`src/rtl/cci2c_pkg.sv`:
```
package cci2c_pkg;
  localparam int unsigned DATA_W = 8;
  localparam int unsigned ADDR_W = DATA_W - 1;

  typedef enum logic [2:0] {
    ST_IDLE,
    ST_ADDR,
    ST_ADDR_ACK,
    ST_WR,
    ST_WR_ACK,
    ST_RD,
    ST_RD_ACK
  } eng_state_t;
endpackage

```
`src/rtl/cci2c_line_sync.sv`:
```
module cci2c_line_sync #(
  parameter int unsigned STAGES = 2,
  parameter int unsigned LINES  = 2
) (
  input  logic             clk,
  input  logic             rst,
  input  logic [LINES-1:0] d_i,
  output logic [LINES-1:0] q_o,
  output logic [LINES-1:0] rise_o,
  output logic [LINES-1:0] fall_o
);
  for (genvar g = 0; g < LINES; g++) begin : g_line
    logic [STAGES-1:0] chain_q;
    logic              prev_q;

    always_ff @(posedge clk) begin
      if (rst) begin
        chain_q <= '1;
        prev_q  <= 1'b1;
      end else begin
        chain_q <= {chain_q[STAGES-2:0], d_i[g]};
        prev_q  <= chain_q[STAGES-1];
      end
    end

    assign q_o[g]    = chain_q[STAGES-1];
    assign rise_o[g] = chain_q[STAGES-1] & ~prev_q;
    assign fall_o[g] = ~chain_q[STAGES-1] & prev_q;
  end
endmodule

```
`src/rtl/cci2c_bit_engine.sv`:
```
module cci2c_bit_engine
  import cci2c_pkg::*;
#(
  parameter int unsigned DW = DATA_W
) (
  input  logic          clk,
  input  logic          rst,
  input  logic          scl_rise_i,
  input  logic          scl_fall_i,
  input  logic          sda_q_i,
  input  logic          start_i,
  input  logic          stop_i,
  input  logic [DW-2:0] dev_addr_i,
  input  logic [DW-1:0] rd_first_i,
  input  logic [DW-1:0] rd_next_i,
  output logic          sda_oe_o,
  output logic          wr_stb_o,
  output logic [DW-1:0] wr_data_o,
  output eng_state_t    state_o
);
  localparam int unsigned CNT_W = $clog2(DW + 1);
  localparam logic [CNT_W-1:0] FULL = CNT_W'(DW);

  eng_state_t       state_q;
  logic [CNT_W-1:0] cnt_q;
  logic [DW-1:0]    rx_q;
  logic [DW-1:0]    tx_q;
  logic             rw_q;
  logic             nack_q;
  logic             oe_q;
  logic             stb_q;

  always_ff @(posedge clk) begin
    if (rst) begin
      state_q <= ST_IDLE;
      cnt_q   <= '0;
      rx_q    <= '0;
      tx_q    <= '0;
      rw_q    <= 1'b0;
      nack_q  <= 1'b0;
      oe_q    <= 1'b0;
      stb_q   <= 1'b0;
    end else begin
      stb_q <= 1'b0;
      if (start_i) begin
        state_q <= ST_ADDR;
        cnt_q   <= '0;
        oe_q    <= 1'b0;
      end else if (stop_i) begin
        state_q <= ST_IDLE;
        cnt_q   <= '0;
        oe_q    <= 1'b0;
      end else begin
        case (state_q)
          ST_ADDR, ST_WR: begin
            if (scl_rise_i && cnt_q != FULL) begin
              rx_q  <= {rx_q[DW-2:0], sda_q_i};
              cnt_q <= cnt_q + 1'b1;
            end else if (scl_fall_i && cnt_q == FULL) begin
              if (state_q == ST_WR) begin
                stb_q   <= 1'b1;
                oe_q    <= 1'b1;
                state_q <= ST_WR_ACK;
              end else if (rx_q[DW-1:1] == dev_addr_i) begin
                rw_q    <= rx_q[0];
                oe_q    <= 1'b1;
                state_q <= ST_ADDR_ACK;
              end else begin
                state_q <= ST_IDLE;
              end
            end
          end
          ST_ADDR_ACK: begin
            if (scl_fall_i) begin
              cnt_q <= '0;
              if (rw_q) begin
                tx_q    <= rd_first_i;
                oe_q    <= ~rd_first_i[DW-1];
                state_q <= ST_RD;
              end else begin
                oe_q    <= 1'b0;
                state_q <= ST_WR;
              end
            end
          end
          ST_WR_ACK: begin
            if (scl_fall_i) begin
              oe_q    <= 1'b0;
              cnt_q   <= '0;
              state_q <= ST_WR;
            end
          end
          ST_RD: begin
            if (scl_rise_i && cnt_q != FULL) begin
              cnt_q <= cnt_q + 1'b1;
            end else if (scl_fall_i && cnt_q == FULL) begin
              oe_q    <= 1'b0;
              state_q <= ST_RD_ACK;
            end else if (scl_fall_i && cnt_q != '0) begin
              tx_q <= {tx_q[DW-2:0], 1'b0};
              oe_q <= ~tx_q[DW-2];
            end
          end
          ST_RD_ACK: begin
            if (scl_rise_i) begin
              nack_q <= sda_q_i;
            end else if (scl_fall_i) begin
              if (nack_q) begin
                state_q <= ST_IDLE;
              end else begin
                tx_q    <= rd_next_i;
                oe_q    <= ~rd_next_i[DW-1];
                cnt_q   <= '0;
                state_q <= ST_RD;
              end
            end
          end
          default: begin
            oe_q <= 1'b0;
          end
        endcase
      end
    end
  end

  assign sda_oe_o  = oe_q;
  assign wr_stb_o  = stb_q;
  assign wr_data_o = rx_q;
  assign state_o   = state_q;
endmodule

```
`src/rtl/cci2c_ctrl_reg.sv`:
```
module cci2c_ctrl_reg #(
  parameter int unsigned DW       = 8,
  parameter int unsigned WARM_BIT = 1
) (
  input  logic          clk,
  input  logic          rst,
  input  logic          wr_stb_i,
  input  logic [DW-1:0] wr_data_i,
  input  logic          hw_clear_i,
  output logic [DW-1:0] q_o
);
  logic [DW-1:0] q_q;

  always_ff @(posedge clk) begin
    if (rst) begin
      q_q <= '0;
    end else begin
      if (wr_stb_i) q_q <= wr_data_i;
      if (hw_clear_i) q_q[WARM_BIT] <= 1'b0;
    end
  end

  assign q_o = q_q;
endmodule

```
`src/rtl/card_ctrl_i2c_slave.sv`:
```
module card_ctrl_i2c_slave
  import cci2c_pkg::*;
#(
  parameter int unsigned SYNC_STAGES = 2,
  parameter int unsigned SEL_W       = 3,
  parameter logic [ADDR_W-1:0] BASE_ADDR = 7'h20
) (
  input  logic              clk,
  input  logic              rst,
  input  logic              scl_i,
  input  logic              sda_i,
  output logic              sda_oe_o,
  input  logic [SEL_W-1:0]  addr_sel_i,
  input  logic [DATA_W-1:0] status_i,
  input  logic              card_answer_i,
  input  logic              card_mute_i,
  output logic              act_o,
  output logic              warm_rst_o,
  output logic              vcc_3v_o,
  output logic              clk_stop_o,
  output logic              clk_stop_hi_o,
  output logic [1:0]        clk_div_o,
  output logic              io_en_o
);
  localparam int unsigned IDX_SCL = 0;
  localparam int unsigned IDX_SDA = 1;

  logic [1:0]        line_q, line_rise, line_fall;
  logic              scl_q, start_det, stop_det;
  logic [ADDR_W-1:0] dev_addr;
  logic              wr_stb;
  logic [DATA_W-1:0] wr_data, ctrl_q;
  eng_state_t        eng_state;

  cci2c_line_sync #(.STAGES(SYNC_STAGES), .LINES(2)) sync_i (
    .clk    (clk),
    .rst    (rst),
    .d_i    ({sda_i, scl_i}),
    .q_o    (line_q),
    .rise_o (line_rise),
    .fall_o (line_fall)
  );

  assign scl_q     = line_q[IDX_SCL];
  assign start_det = line_fall[IDX_SDA] & scl_q;
  assign stop_det  = line_rise[IDX_SDA] & scl_q;
  assign dev_addr  = BASE_ADDR | {{(ADDR_W-SEL_W){1'b0}}, addr_sel_i};

  cci2c_bit_engine #(.DW(DATA_W)) eng_i (
    .clk        (clk),
    .rst        (rst),
    .scl_rise_i (line_rise[IDX_SCL]),
    .scl_fall_i (line_fall[IDX_SCL]),
    .sda_q_i    (line_q[IDX_SDA]),
    .start_i    (start_det),
    .stop_i     (stop_det),
    .dev_addr_i (dev_addr),
    .rd_first_i (ctrl_q),
    .rd_next_i  (status_i),
    .sda_oe_o   (sda_oe_o),
    .wr_stb_o   (wr_stb),
    .wr_data_o  (wr_data),
    .state_o    (eng_state)
  );

  cci2c_ctrl_reg #(.DW(DATA_W), .WARM_BIT(1)) reg_i (
    .clk        (clk),
    .rst        (rst),
    .wr_stb_i   (wr_stb),
    .wr_data_i  (wr_data),
    .hw_clear_i (card_answer_i | card_mute_i),
    .q_o        (ctrl_q)
  );

  assign act_o         = ctrl_q[0];
  assign warm_rst_o    = ctrl_q[1];
  assign vcc_3v_o      = ctrl_q[2];
  assign clk_stop_o    = ctrl_q[3];
  assign clk_stop_hi_o = ctrl_q[4];
  assign clk_div_o     = ctrl_q[6:5];
  assign io_en_o       = ctrl_q[7];
endmodule

```
`config.mk`:
```
export PLATFORM = sky130hd
export DESIGN_NAME = card_ctrl_i2c_slave
export DESIGN_NICKNAME = d
export VERILOG_FILES = /design/src/rtl/cci2c_pkg.sv /design/src/rtl/cci2c_line_sync.sv /design/src/rtl/cci2c_bit_engine.sv /design/src/rtl/cci2c_ctrl_reg.sv /design/src/rtl/card_ctrl_i2c_slave.sv
export SDC_FILE = /design/constraint.sdc
export NUM_CORES = 1
export LEC_CHECK = 0
export ABC_AREA = 1
export BUFFER_PORTS_ARGS = -buffer_cell sky130_fd_sc_hd__buf_2
export CORE_MARGIN = 2
export CORE_UTILIZATION = 45
export CTS_BUF_LIST = sky130_fd_sc_hd__clkbuf_8
export DETAILED_ROUTE_END_ITERATION = 10
export GPL_ROUTABILITY_DRIVEN = 0
export MAX_ROUTING_LAYER = met4
export SLEW_MARGIN = 15
export SYNTH_ARGS = -nofsm -noshare
export SYNTH_HDL_FRONTEND = slang
export SYNTH_SLANG_ARGS = --single-unit
```
`constraint.sdc`:
```
create_clock -name clk -period 4.14 [get_ports clk]
set_input_delay 0.414 -clock clk [delete_from_list [all_inputs] [get_ports clk]]
set_output_delay 0.414 -clock clk [all_outputs]
set_load 0.005 [all_outputs]
```
# Word-level counts from Yosys, hierarchy flattened
# Index checks and enable logic that the tools add are counted.
# word_totals
reg_bits	40
in_bits	17
output_inout_bits	9
wordCells	136
# classes
add_sub_neg	1
eq_ne	33
n_mux	45
bitwise	20
n_reduce_logical	22
# op_table
cell	count
two-way mux 7 bit	8
two-way mux 3 bit	11
case mux 7 bit (3 select lines)	1
two-way mux 4 bit	5
inequality test 4 x 1 -> 1 bit (second input constant)	5
inequality test 2 x 1 -> 1 bit (second input constant)	9
AND reduction 9 bit	2
two-way mux 1 bit	16
case mux 3 bit (5 select lines)	1
NOT 1 bit	13
case mux 4 bit (3 select lines)	1
AND reduction 11 bit	1
inequality test 2 bit (second input constant)	5
AND reduction 10 bit	1
== test 3 bit (second input constant)	3
inequality test 4 x 2 -> 1 bit (second input constant)	2
inequality test 4 bit (second input constant)	2
AND reduction 4 bit	2
== test 7 x 6 -> 1 bit	1
AND reduction 7 bit	1
nonzero test 7 bit	1
bitwise AND 1 bit	6
== test 3 x 2 -> 1 bit (second input constant)	2
inequality test 3 x 1 -> 1 bit (second input constant)	2
other kinds (14)	20

# Logic depth before layout (Yosys ltp)
# logic_depth
word_depth	8
depth_mapped	12
depth_no_buf	12

# Hierarchy
# Synthesis repeated with hierarchy kept, for this count alone.
# unflattened
hier_cells	363
area_unflattened_um2	2248.4
# by_module_without_submodules
mod	instances	cells_per_inst	area_per_inst_um2	seq_area_each_um2
cci2c_bit_engine	1	275	1662.8	520.5
cci2c_ctrl_reg	1	52	345.3	160.2
cci2c_line_sync	1	27	206.4	120.1
card_ctrl_i2c_slave	1	9	33.8	0.0

# Least setup slack after synthesis
# OpenSTA, ideal clock, no wires.
# synth_path
kind	register -> register
startpoint	reg eng_i.cnt_q[0]
endpoint	reg eng_i.state_q[1] (netlist: eng_i.state_o[1])
setup_time_ns	0.117
t_arrival_ns	1.369
t_required_ns	4.023
setup_slack_ns	2.654
stages_incl_launch_ff	12
path_buffers	0
synth_period_minus_slack_ns	1.486
path_cell_list	dfxtp_1 -> inv_1 -> ha_1 -> nand2_1 -> nor2_1 -> nand2_1 -> nand2_1 -> nand2_1 -> nor2_1 -> nand2_1 -> nor3_1 -> nor2_1
# synth_between
elab_chain_cells	4
word_cells_on_any_way	9
classes_between	eq/ne: 6; reduce/logical: 3
# synth_rtl
element	line_no	text
start, declared	cci2c_bit_engine.sv:25	logic [CNT_W-1:0] cnt_q;
start signal, assigned	cci2c_bit_engine.sv:58	cnt_q <= cnt_q + 1'b1;
start signal, assigned	cci2c_bit_engine.sv:95	cnt_q <= cnt_q + 1'b1;
== test 4 bit / inequality test 4 bit (equally long branches)	-	
logical AND 1 bit (on tied branches)	-	
inequality test 2 x 1 -> 1 bit (no source line) / inequality test 2 bit (equally long branches)	-	
AND reduction 9 bit (no source line) *	-	
end signal, assigned	cci2c_bit_engine.sv:63	state_q <= ST_WR_ACK;
end signal, assigned	cci2c_bit_engine.sv:67	state_q <= ST_ADDR_ACK;
end signal, assigned	cci2c_bit_engine.sv:98	state_q <= ST_RD_ACK;
end, declared	cci2c_bit_engine.sv:24	eng_state_t state_q;
# Every way passes the cells marked *; elsewhere a longest branch is shown, timed or not.
# A chain may end at the register's enable or synchronous reset.

# Worst setup path in the final report
# layout_path
startpoint	reg eng_i.state_q[0] (netlist: eng_i.state_o[0])
endpoint	reg eng_i.tx_q[5]
# layout_between
elab_chain_cells	3
word_cells_on_any_way	14
classes_between	eq/ne: 11; mux: 1; reduce/logical: 2
# layout_rtl
element	line_no	text
start signal, assigned	cci2c_bit_engine.sv:35	state_q <= ST_IDLE;
start signal, assigned	cci2c_bit_engine.sv:46	state_q <= ST_ADDR;
start signal, assigned	cci2c_bit_engine.sv:50	state_q <= ST_IDLE;
== test 3 bit / == test 3 x 2 -> 1 bit (equally long branches)	cci2c_bit_engine.sv:54	case (state_q)
inequality test 2 bit (no source line), or another cell as far along	-	
AND reduction 11 bit (no source line)	-	
end signal, assigned	cci2c_bit_engine.sv:77	tx_q <= rd_first_i;
end signal, assigned	cci2c_bit_engine.sv:100	tx_q <= {tx_q[DW-2:0], 1'b0};
end signal, assigned	cci2c_bit_engine.sv:111	tx_q <= rd_next_i;
end, declared	cci2c_bit_engine.sv:27	logic [DW-1:0] tx_q;
# Parallel ways exist; a longest one is shown, timed or not.

==> impl_metrics.env <==
export IMPL_hold_viol=0
export IMPL_cts_hold_buf=0
export IMPL_setup_viol=0
export IMPL_start_util=0.4765
export IMPL_setup_slack_ns=2.289
export IMPL_crit_path_end_kind="flop"
export IMPL_grt_total_usage=0.2127
export IMPL_post_route_period_util=0.4470
export IMPL_holdCritPathClass="input port to flop"
export IMPL_vias=1981
export IMPL_max_freq_mhz=540.3
export IMPL_tns_ns=0
export IMPL_io_buffers=25
export IMPL_reg2reg_from="eng_i.state_o[0]$_SDFFE_PP0P_"
export IMPL_crit_required_ns=4.37
export IMPL_maxSlewViolCount=0
export IMPL_clock_latency_ns=0.29
export IMPL_dieWidth_um=72.37
export IMPL_die_area_um2=5237
export IMPL_slew_headroom=0.5347
export IMPL_cts_clk_slew_worst_paths_ns=0.08
export IMPL_antenna_found_initial=0
export IMPL_slowest_delay_ns=0.55
export IMPL_avgSynthCellArea_um2=6.614
export IMPL_p_per_area_nw_per_um2=466.5
export IMPL_h_tree_depth=2
export IMPL_syn_num_nets=337
export IMPL_ir_drop_v=0.0002062
export IMPL_synth_area_um2=2103
export IMPL_fill_cells=471
export IMPL_synth_ff_latch_count=40
export IMPL_worstPathArrival_ns=2.08
export IMPL_start_kind="flop"
export IMPL_grt_pass1_wl_um=8452
export IMPL_firstDrtPassIters=4
export IMPL_synth_cell_types=30
export IMPL_yosysSeqAreaShare=0.3807
export IMPL_crit_fanout=9
export IMPL_antenna_cells=0
export IMPL_die_height_um=72.37
export IMPL_post_cts_setup_buffer_count=0
export IMPL_place_ws_ns=2.294
export IMPL_seq_area_um2=800.8
export IMPL_drt_initial_drc_count=126
export IMPL_multi_input_area_um2=1115
export IMPL_ys_warn_count=0
export IMPL_num_rows=24
export IMPL_crit_path_start="eng_i.state_o[0]$_SDFFE_PP0P_"
export IMPL_crit_slowest_cell="dfxtp_1"
export IMPL_period_needed_ns=1.851
export IMPL_finish_net_count=359
export IMPL_rsz0062_at_grt="no"
export IMPL_placedCellCount=385
export IMPL_vias_per_cell=5.041
export IMPL_path_cells="inv_2 > nand2_4 > nor2_2 > nand2_1 > nand2_1 > nor2_2 > and2_1 > nor2_1 > nor2_1"
export IMPL_finalWirelength_um=4754
export IMPL_clkSinkCount=40
export IMPL_synthCells=318
export IMPL_drv_cap=0
export IMPL_hpwlAfterDp_um=3479
export IMPL_clock_skew_ns=0.006254
export IMPL_crit_type="flop to flop"
export IMPL_wl_per_cell_um=12.10
export IMPL_boundaryPins=26
export IMPL_final_cell_mix="nand2_1, nor2_1, dfxtp_1"
export IMPL_cts_buffers=5
export IMPL_final_common_cell="nand2_1"
export IMPL_final_cells=393
export IMPL_grt_max_degree=27
export IMPL_tightest_slew_ns=0.6972
export IMPL_cts_tree="done"
export IMPL_cp_top_family="simple AND/OR/NAND/NOR gates"
export IMPL_grt_pass1_vias=1891
export IMPL_gr_total_overflow=0
export IMPL_cts_resized=0
export IMPL_layout_drive_gt1_share=0.1613
export IMPL_min_delay_start="card_answer_i"
export IMPL_power_leakage_nw=1.094
export IMPL_r2r_slack_ns=2.29
export IMPL_final_area_um2=2318
export IMPL_post_route_drc_count=0
export IMPL_cts_root_buffer="clkbuf_8"
export IMPL_outcome="completed"
export IMPL_dpl_cell_area_um2=2225
export IMPL_ant_nets=0
export IMPL_core_um2=4414
export IMPL_cp_num_buf_inv=1
export IMPL_syn2layout_area_growth_pct=10.23
export IMPL_cts_max_path_buffers=2
## area by class of cell
class / count / share of cell area
Sequential cell: 40 / 0.3454
Timing Repair Buffer: 25 / 0.05397
Clock inverter: 2 / 0.004857
Inverter: 31 / 0.05127
Clock buffer: 6 / 0.03562
Multi-Input combinational cell: 237 / 0.4808
Tap cell: 52 / 0.02806
## sequential cells by signal (all words and copies together), names as in the netlist
| signal | cells |
|---|---|
| eng_i.nack_q | 1 |
| eng_i.wr_stb_o | 1 |
| sync_i.g_line.prev_q | 2 |
| eng_i.cnt_q | 4 |
| eng_i.sda_oe_o | 1 |
| reg_i.q_o | 8 |
| eng_i.tx_q | 7 |
| eng_i.wr_data_o | 8 |
| sync_i.g_line.chain_q | 4 |
| eng_i.state_o | 3 |
| eng_i.rw_q | 1 |
## stage by stage
step,util,hold slack [ns],total power [mW]
after detailed placement,0.5040,0.3938,0.8236
after global placement,0.5040,0.3923,0.8261
after global routing,0.5252,0.2614,1.177
final,0.5252,0.2724,1.081
after floorplan,-,0.3895,0.7627
after CTS,0.5252,0.2613,1.095
## final timing paths
check                                                         endpoint  cells after the start
worst min-delay path                         reg_i.q_o[1]$_SDFFE_PP0P_                      2
worst max-delay path                        eng_i.tx_q[5]$_SDFFE_PP0P_                      9
worst max register to register              eng_i.tx_q[5]$_SDFFE_PP0P_                      9
worst min register to register  sync_i.g_line[0].chain_q[1]$_SDFF_PP1_                      1
## cells in the mapped netlist
cell       n  area [um2]
nor3_1     3       15.01
inv_4      1       6.260
clkbuf_1   3       11.26
and2_1     1       6.260
a21oi_1   32       160.2
inv_1     27       101.4
inv_2      3       11.26
o21bai_1   1       7.510
nand4_1    2       12.51
nand2_2    4       25.02
o21ai_2    1       8.760
ha_1       2       25.02
buf_2      1       5.000
o21ai_0   24       120.1
buf_4      4       30.03
nor2_4     2       22.52
nand3_1   22       110.1
dfxtp_1   40       800.8
nor2_1    43       161.4
xor2_1     1       8.760
nand2_1   84       315.3
buf_6      2       22.52
nand3b_1   1       7.510
o21a_1     1       7.510
nor4_1     1       6.260
nand2_4    1       11.26
nand3_2    1       10.01
nor2_2     4       25.02
or2_2      5       31.28
nand3_4    1       17.52
## per-layer routing
layer	part of all wire	track usage	up-vias	wire length [um]
li1	-	-	1059	-
met1	0.48	0.2750	873	2263
met2	0.46	0.3272	42	2182
met3	0.050	0.04306	7	237
met4	0.015	0.08176	0	71
met5	0	-	-	0
## report_power, final
group	total, mW	internal (mW)	switching [mW]	leakage (nW)
logic	0.347	0.124	0.223	0.721
clock network	0.268	0.133	0.135	0.0486
registers	0.466	0.422	0.0442	0.324
total	1.08	0.679	0.402	1.09
## cells by family (layout without fill, tap and decap cells)
family | after synthesis | count (layout) | share of synthesized area
xor gates and xnor gates | 1 | 1 | 0.004165
AOI/OAI and AO/OA | 59 | 59 | 0.1446
buffers and inverters | 41 | 64 | 0.08923
DFF | 40 | 40 | 0.3807
and+or+nand+nor | 175 | 175 | 0.3694
adders and majority gates | 2 | 2 | 0.01190
(Power assumes the default switching activity.)
